`config.mk`:
```
export PLATFORM = sky130hd
export DESIGN_NAME = fbag_addr_gen
export DESIGN_NICKNAME = d
export VERILOG_FILES = /design/src/rtl/fbag_pkg.sv /design/src/rtl/fbag_regfile.sv /design/src/rtl/fbag_cursor.sv /design/src/rtl/fbag_addr.sv /design/src/rtl/fbag_addr_gen.sv
export SDC_FILE = /design/constraint.sdc
export NUM_CORES = 1
export LEC_CHECK = 0
export BUFFER_PORTS_ARGS = -buffer_cell sky130_fd_sc_hd__buf_2
export CAP_MARGIN = 20
export CELL_PAD_IN_SITES_DETAIL_PLACEMENT = 1
export CELL_PAD_IN_SITES_GLOBAL_PLACEMENT = 1
export CORE_MARGIN = 4
export CORE_UTILIZATION = 39
export DETAILED_ROUTE_END_ITERATION = 8
export GPL_TIMING_DRIVEN = 0
export PLACE_DENSITY = 0.68
export SYNTH_ARGS = -nofsm -noshare
export SYNTH_HDL_FRONTEND = slang
export SYNTH_HIERARCHICAL = 1
export SYNTH_SLANG_ARGS = --single-unit
```
`constraint.sdc`:
```
create_clock -name clk -period 10.3 [get_ports clk]
set_input_delay 1.03 -clock clk [delete_from_list [all_inputs] [get_ports clk]]
set_output_delay 1.03 -clock clk [all_outputs]
set_load 0.02 [all_outputs]
```
`src/rtl/fbag_pkg.sv`:
```
`timescale 1ns/1ps
package fbag_pkg;
   // register indices: the host addresses these, so the numbering is fixed
   localparam logic [7:0] IDX_XS_HI = 8'h00;
   localparam logic [7:0] IDX_XS_LO = 8'h01;
   localparam logic [7:0] IDX_XE_HI = 8'h02;
   localparam logic [7:0] IDX_XE_LO = 8'h03;
   localparam logic [7:0] IDX_YS_HI = 8'h04;
   localparam logic [7:0] IDX_YS_LO = 8'h05;
   localparam logic [7:0] IDX_YE_HI = 8'h06;
   localparam logic [7:0] IDX_YE_LO = 8'h07;
   localparam logic [7:0] IDX_ST_HI = 8'h08;
   localparam logic [7:0] IDX_ST_LO = 8'h09;
   localparam logic [7:0] IDX_BA_2  = 8'h0A;
   localparam logic [7:0] IDX_BA_1  = 8'h0B;
   localparam logic [7:0] IDX_BA_0  = 8'h0C;

   // mode command codes
   localparam logic [7:0] CODE_PIX_ON  = 8'hC1;
   localparam logic [7:0] CODE_PIX_OFF = 8'h80;

   typedef enum logic [1:0] {
      CMD_NONE   = 2'd0,
      CMD_INDEX  = 2'd1,
      CMD_PIX_ON = 2'd2,
      CMD_PIXOFF = 2'd3
   } cmd_kind_e;

   function automatic cmd_kind_e decode_cmd(input logic valid, input logic [7:0] code);
      if (!valid)                     return CMD_NONE;
      else if (code == CODE_PIX_ON)   return CMD_PIX_ON;
      else if (code == CODE_PIX_OFF)  return CMD_PIXOFF;
      else                            return CMD_INDEX;
   endfunction
endpackage

```
`src/rtl/fbag_regfile.sv`:
```
`timescale 1ns/1ps
module fbag_regfile
   import fbag_pkg::*;
#(
   parameter int COORD_W   = 10,
   parameter int STRIDE_W  = 10,
   parameter int ADDR_W    = 18,
   parameter int RST_X_END = 319,
   parameter int RST_Y_END = 239,
   parameter int RST_STRD  = 320
) (
   input  logic                clk,
   input  logic                rst_n,
   input  logic                cmd_valid,
   input  logic [7:0]          cmd_byte,
   input  logic                data_valid,
   input  logic [7:0]          data_byte,
   output logic [COORD_W-1:0]  x_start,
   output logic [COORD_W-1:0]  x_end,
   output logic [COORD_W-1:0]  y_start,
   output logic [COORD_W-1:0]  y_end,
   output logic [STRIDE_W-1:0] stride,
   output logic [ADDR_W-1:0]   base,
   output logic                pix_mode,
   output logic                cursor_home
);
   localparam int XH_W = COORD_W - 8;
   localparam int SH_W = STRIDE_W - 8;
   localparam int AH_W = ADDR_W - 16;

   cmd_kind_e kind;
   logic [7:0] idx_q;

   assign kind        = decode_cmd(cmd_valid, cmd_byte);
   assign cursor_home = (kind == CMD_PIX_ON);

   always_ff @(posedge clk) begin
      if (!rst_n) begin
         idx_q    <= '0;
         pix_mode <= 1'b0;
      end else begin
         case (kind)
            CMD_PIX_ON: pix_mode <= 1'b1;
            CMD_PIXOFF: pix_mode <= 1'b0;
            CMD_INDEX:  idx_q    <= cmd_byte;
            default: ;
         endcase
         if (data_valid && kind != CMD_INDEX)
            idx_q <= idx_q + 8'd1;
      end
   end

   always_ff @(posedge clk) begin
      if (!rst_n) begin
         x_start <= '0;
         x_end   <= COORD_W'(RST_X_END);
         y_start <= '0;
         y_end   <= COORD_W'(RST_Y_END);
         stride  <= STRIDE_W'(RST_STRD);
         base    <= '0;
      end else if (data_valid) begin
         case (idx_q)
            IDX_XS_HI: x_start[COORD_W-1:8] <= data_byte[XH_W-1:0];
            IDX_XS_LO: x_start[7:0]         <= data_byte;
            IDX_XE_HI: x_end[COORD_W-1:8]   <= data_byte[XH_W-1:0];
            IDX_XE_LO: x_end[7:0]           <= data_byte;
            IDX_YS_HI: y_start[COORD_W-1:8] <= data_byte[XH_W-1:0];
            IDX_YS_LO: y_start[7:0]         <= data_byte;
            IDX_YE_HI: y_end[COORD_W-1:8]   <= data_byte[XH_W-1:0];
            IDX_YE_LO: y_end[7:0]           <= data_byte;
            IDX_ST_HI: stride[STRIDE_W-1:8] <= data_byte[SH_W-1:0];
            IDX_ST_LO: stride[7:0]          <= data_byte;
            IDX_BA_2:  base[ADDR_W-1:16]    <= data_byte[AH_W-1:0];
            IDX_BA_1:  base[15:8]           <= data_byte;
            IDX_BA_0:  base[7:0]            <= data_byte;
            default: ;
         endcase
      end
   end
endmodule

```
`src/rtl/fbag_cursor.sv`:
```
`timescale 1ns/1ps
module fbag_cursor #(
   parameter int COORD_W = 10
) (
   input  logic               clk,
   input  logic               rst_n,
   input  logic               home,
   input  logic               step,
   input  logic [COORD_W-1:0] x_start,
   input  logic [COORD_W-1:0] x_end,
   input  logic [COORD_W-1:0] y_start,
   input  logic [COORD_W-1:0] y_end,
   output logic [COORD_W-1:0] cur_x,
   output logic [COORD_W-1:0] cur_y
);
   logic row_done, frame_done;

   // >= keeps a window with start beyond end from running off the row
   assign row_done   = (cur_x >= x_end);
   assign frame_done = (cur_y >= y_end);

   always_ff @(posedge clk) begin
      if (!rst_n) begin
         cur_x <= '0;
         cur_y <= '0;
      end else if (home) begin
         cur_x <= x_start;
         cur_y <= y_start;
      end else if (step) begin
         if (row_done) begin
            cur_x <= x_start;
            cur_y <= frame_done ? y_start : cur_y + COORD_W'(1);
         end else begin
            cur_x <= cur_x + COORD_W'(1);
         end
      end
   end
endmodule

```
`src/rtl/fbag_addr.sv`:
```
`timescale 1ns/1ps
module fbag_addr #(
   parameter int COORD_W  = 10,
   parameter int STRIDE_W = 10,
   parameter int ADDR_W   = 18,
   parameter int PIX_W    = 18,
   parameter bit OUT_REG  = 1'b1
) (
   input  logic                clk,
   input  logic                rst_n,
   input  logic                accept,
   input  logic [COORD_W-1:0]  cur_x,
   input  logic [COORD_W-1:0]  cur_y,
   input  logic [STRIDE_W-1:0] stride,
   input  logic [ADDR_W-1:0]   base,
   input  logic [PIX_W-1:0]    pix_data,
   output logic                ram_we,
   output logic [ADDR_W-1:0]   ram_addr,
   output logic [PIX_W-1:0]    ram_wdata
);
   logic [ADDR_W-1:0] addr_c;

   // modulo 2^ADDR_W arithmetic: every operand sized to the address width
   assign addr_c = base
                 + ADDR_W'(ADDR_W'(cur_y) * ADDR_W'(stride))
                 + ADDR_W'(cur_x);

   generate
      if (OUT_REG) begin : g_reg
         always_ff @(posedge clk) begin
            if (!rst_n) begin
               ram_we    <= 1'b0;
               ram_addr  <= '0;
               ram_wdata <= '0;
            end else begin
               ram_we <= accept;
               if (accept) begin
                  ram_addr  <= addr_c;
                  ram_wdata <= pix_data;
               end
            end
         end
      end else begin : g_comb
         assign ram_we    = accept;
         assign ram_addr  = addr_c;
         assign ram_wdata = pix_data;
      end
   endgenerate
endmodule

```
`src/rtl/fbag_addr_gen.sv`:
```
`timescale 1ns/1ps
module fbag_addr_gen #(
   parameter int COORD_W   = 10,
   parameter int STRIDE_W  = 10,
   parameter int ADDR_W    = 18,
   parameter int PIX_W     = 18,
   parameter int RST_X_END = 319,
   parameter int RST_Y_END = 239,
   parameter int RST_STRD  = 320,
   parameter bit OUT_REG   = 1'b1
) (
   input  logic              clk,
   input  logic              rst_n,
   input  logic              cmd_valid,
   input  logic [7:0]        cmd_byte,
   input  logic              data_valid,
   input  logic [7:0]        data_byte,
   input  logic              pix_valid,
   input  logic [PIX_W-1:0]  pix_data,
   output logic              ram_we,
   output logic [ADDR_W-1:0] ram_addr,
   output logic [PIX_W-1:0]  ram_wdata
);
   generate
      if (COORD_W < 9 || COORD_W > 16) begin : g_bad_coord
         $error("COORD_W must lie in 9..16");
      end
      if (STRIDE_W < 9 || STRIDE_W > 16) begin : g_bad_stride
         $error("STRIDE_W must lie in 9..16");
      end
      if (ADDR_W < 17 || ADDR_W > 24) begin : g_bad_addr
         $error("ADDR_W must lie in 17..24");
      end
   endgenerate

   logic [COORD_W-1:0]  x_start, x_end, y_start, y_end, cur_x, cur_y;
   logic [STRIDE_W-1:0] stride;
   logic [ADDR_W-1:0]   base;
   logic                wr_en, home, accept;

   assign accept = pix_valid && wr_en;

   fbag_regfile #(
      .COORD_W(COORD_W), .STRIDE_W(STRIDE_W), .ADDR_W(ADDR_W),
      .RST_X_END(RST_X_END), .RST_Y_END(RST_Y_END), .RST_STRD(RST_STRD)
   ) u_regs (
      .clk(clk), .rst_n(rst_n),
      .cmd_valid(cmd_valid), .cmd_byte(cmd_byte),
      .data_valid(data_valid), .data_byte(data_byte),
      .x_start(x_start), .x_end(x_end), .y_start(y_start), .y_end(y_end),
      .stride(stride), .base(base),
      .pix_mode(wr_en), .cursor_home(home)
   );

   fbag_cursor #(.COORD_W(COORD_W)) u_cursor (
      .clk(clk), .rst_n(rst_n), .home(home), .step(accept),
      .x_start(x_start), .x_end(x_end), .y_start(y_start), .y_end(y_end),
      .cur_x(cur_x), .cur_y(cur_y)
   );

   fbag_addr #(
      .COORD_W(COORD_W), .STRIDE_W(STRIDE_W), .ADDR_W(ADDR_W),
      .PIX_W(PIX_W), .OUT_REG(OUT_REG)
   ) u_addr (
      .clk(clk), .rst_n(rst_n), .accept(accept),
      .cur_x(cur_x), .cur_y(cur_y), .stride(stride), .base(base),
      .pix_data(pix_data),
      .ram_we(ram_we), .ram_addr(ram_addr), .ram_wdata(ram_wdata)
   );
endmodule

```
==> run summary <==
register area share after synthesis = 26.78%
startpoint class of the critical path = register
syn_area_per_cell = 9.156 µm²
Sink Count = 134
hold_buf cts = 0
first-pass GRT wire length = 44.79 mm
syn nets = 1290
Required @ worst endpoint = 10.61 ns
First DRT Iteration DRCs = 336
placed insts = 1499
commonest non-fill, non-tap cell in the layout = inv_1
I/O pin total = 76
routed vias/inst = 5.161
Worst-Margin Slew = 0.7725 ns
leakage = 5.569 nW
async set-reset flop share out of synthesis = 0%
Worst Path Arrival = 6.18 ns
Fin. Hold Viols = 0
critical-path cell list = clkbuf_1, nand2_1, fa_1, inv_1, fa_1, fa_1, fa_1, inv_1, fa_1, inv_1, ha_1, buf_6, a21o_1, a221o_1, a211o_1, a21o_1, a32o_1
Hold WC Path Type = register to register
port bufs = 75
Worst VDD drop = 0.08334 mV
total gr overflow = 0
FF-to-FF setup slack = 4.44 ns
Final Skew = 0.007227 ns
vias after detailed routing = 7902
FF-to-FF Start = u_cursor/cur_y[5]$_SDFFE_PN0P_
CP delay by family, top = adder cells
fin. max-slew vios = 0
width of the die = 168.3 µm
adder-cell area share of the yosys netlist = 26.28%
Setup violations, final = 0
slew margin rel. = 48.50%
Max H-tree Level = 4
clock latency on the worst-skew pair = 0.42 ns
final cell count without fillers = 1531
Max FO, Critical Path = 10
Synth Flop Type = dfxtp_1
post-synthesis mux area share = 10.30%
Pwr per Cell Area = 105.4 nW/µm²
DIE AREA = 28310 µm²
# Post-CTS Setup Buffers = 0
post-CTS sizing = 0
R2R depth = 17
fin crit period = 5.862 ns
CTS root buffer = clkbuf_16
number of global-route vias before repair = 8300
First-pass DRT Iterations = 4
largest family of logic cells by synthesized area = adder cells
largest net degree at the start of global routing = 17
Critical Setup Path Class = register to register
XOR/XNOR Fraction of Synth Area = 1.799%
Crit path buffers/inverters = 5
chip height = 168.3 µm
GPL Wtd Cong = 0.8315
Synth Area in Compound Gates = 9.106%
initial antenna violation count = 0
Post-synth EDFFs = 0
most used cell, CP = fa_1
synthesized area = 10020 µm²
FP Rows = 58
core region area = 25250 µm²
f_max = 0.1706 GHz
Post-route DRC = 0
RSZ-0062 raised after global routing = false
Total Nets Final = 1384
CP Launch Point = u_cursor/cur_y[5]$_SDFFE_PN0P_
ANT nets after route = 0
critical path's largest stage delay = 0.56 ns
Reg-to-Reg End = u_addr/ram_addr[14]$_SDFFE_PN0P_
CP endpoint kind = register
Post-Route WL = 27.87 mm
number of fill cells = 3004
synth-to-layout area growth = 13.64%
TritonCTS clock tree = done
per-cell routed wire length = 18.21 µm
period utilization = 56.92%
final core utilization = 45.08%
Bufs on Longest Clock Path = 2
hpwl dp = 21.39 mm
most frequent cells in the layout = 148 x inv_1, 134 x dfxtp_1, 110 x nand2_1
Yosys reg bits = 134
Initial Util = 39.67%
TNS Setup = 0 ns
max_cap viols = 0
Inserted Clock Buffers = 17
distinct cell type count after synthesis = 69
GRT Util Overall = 19.93%
Synth Area in Simple Gates = 17.91%
Crit. path cell count = 17
crit path capture = u_addr/ram_addr[14]$_SDFFE_PN0P_
crit path max-delay cell type = dfxtp_1
run status = finished clean
Clk pin slew, worst setup/hold paths = 0.06 ns
fraction of layout cells with a size suffix above 1 = 11.49%
Synth Instances = 1094
Ant. Diodes = 0
Synth Warn # = 6
[cells by family (layout without fill, tap and decap cells)]
| group | after synthesis | in the layout |
|---|---|---|
| mux | 103 | 103 |
| simple gates | 352 | 352 |
| fa+ha+maj | 157 | 157 |
| xor+xnor | 19 | 19 |
| compound gates | 129 | 129 |
| buf+inv | 200 | 307 |
| flops | 134 | 134 |
[final cells by class]
type / count / area [µm²] / area share, %
clock inverters: 9 / 90.09 / 0.7914
flip-flops and latches: 134 / 2683 / 23.57
repair buffers: 75 / 375.4 / 3.297
well taps: 330 / 412.9 / 3.627
clock buffers: 23 / 488.0 / 4.287
multi-input cells: 760 / 6551 / 57.55
plain buffers: 51 / 224.0 / 1.967
inverters: 149 / 559.3 / 4.913
[layer usage]
metal / GRT usage, % / vias to the layer above / wire (µm)
li1: - / 3794 / -
met1: 25.71 / 3949 / 12710
met2: 35.24 / 132 / 13930
met3: 2.653 / 27 / 852
met4: 5.152 / 0 / 378
met5: 0 / - / 0
[per-stage QoR]
stage	cell area [µm²]	power (mW)	setup slack (ns)	hold WS, ns
after CTS	11380	1.217	4.468	0.4627
after global placement	10810	0.5993	4.569	0.4354
after global routing	11380	1.245	4.210	0.4796
final	11380	1.199	4.438	0.4594
after detailed placement	10810	0.6007	4.501	0.4489
after floorplan	10020	0.5712	5.150	0.4426
[sequential cells by signal, summed over array words and instances, names as in the netlist]
signal	flops
u_addr/ram_addr	18
u_addr/ram_wdata	18
u_addr/ram_we	1
u_cursor/cur_x	10
u_cursor/cur_y	10
u_regs/base	18
u_regs/idx_q	8
u_regs/pix_mode	1
u_regs/stride	10
u_regs/x_end	10
u_regs/x_start	10
u_regs/y_end	10
u_regs/y_start	10
[report_power, final]
| group | switching, mW | leakage [nW] | total [mW] | internal (mW) |
|---|---|---|---|---|
| combinational | 0.0405 | 4.21 | 0.0615 | 0.0210 |
| sequential | 0.00465 | 1.08 | 0.527 | 0.523 |
| clock | 0.250 | 0.281 | 0.610 | 0.360 |
| total | 0.295 | 5.57 | 1.20 | 0.904 |
[cells in the mapped netlist, drive strengths merged, types with 5 or more instances]
cell | n | share of area, %
a21oi | 24 | 1.2
o31ai | 5 | 0.42
inv | 148 | 5.5
and4 | 6 | 0.55
mux2i | 102 | 10
o211ai | 5 | 0.37
buf | 13 | 0.80
a211oi | 18 | 1.4
nor3b | 5 | 0.37
xor2 | 9 | 0.79
or3 | 6 | 0.37
nand4 | 13 | 0.94
xnor2 | 9 | 0.79
nand2 | 110 | 4.1
or2 | 5 | 0.31
nand3 | 23 | 1.3
dfxtp | 134 | 27
a31oi | 7 | 0.44
fa | 89 | 18
clkbuf | 38 | 1.4
a21o | 8 | 0.60
nor2b | 30 | 1.9
ha | 68 | 8.5
o21ai | 21 | 1.0
nor3 | 5 | 0.30
and2 | 50 | 3.1
nor2 | 75 | 2.8
o22ai | 7 | 0.44
o21a | 5 | 0.37
and3 | 10 | 0.64
[how the worst min path moves through the flow]
| stage | from | end | slack, ns | cells after the start |
|---|---|---|---|---|
| after global placement | u_addr/ram_addr[12]$_SDFFE_PN0P_ | u_addr/ram_addr[12]$_SDFFE_PN0P_ | 0.44 | 2 |
| after global routing | u_addr/ram_addr[12]$_SDFFE_PN0P_ | u_addr/ram_addr[12]$_SDFFE_PN0P_ | 0.48 | 2 |
| final | u_addr/ram_addr[12]$_SDFFE_PN0P_ | u_addr/ram_addr[12]$_SDFFE_PN0P_ | 0.46 | 2 |
| after detailed placement | u_addr/ram_addr[12]$_SDFFE_PN0P_ | u_addr/ram_addr[12]$_SDFFE_PN0P_ | 0.45 | 2 |
| after CTS | u_addr/ram_addr[12]$_SDFFE_PN0P_ | u_addr/ram_addr[12]$_SDFFE_PN0P_ | 0.46 | 2 |
| after floorplan | u_regs/stride[6]$_SDFFE_PN1P_ | u_regs/stride[6]$_SDFFE_PN1P_ | 0.44 | 2 |
[worst register-to-register path, cell delays in order, from the launching register on]
cell and delay [ns]:
dfxtp_1 0.56, clkbuf_1 0.51, nand2_1 0.16, fa_1 0.56, inv_1 0.06, fa_1 0.46, fa_1 0.52, fa_1 0.55
inv_1 0.05, fa_1 0.53, inv_1 0.05, ha_1 0.30, buf_6 0.14, a21o_1 0.22, a221o_1 0.38, a211o_1 0.28
a21o_1 0.18, a32o_1 0.24
No activity file was read; power rests on OpenSTA's default activity.
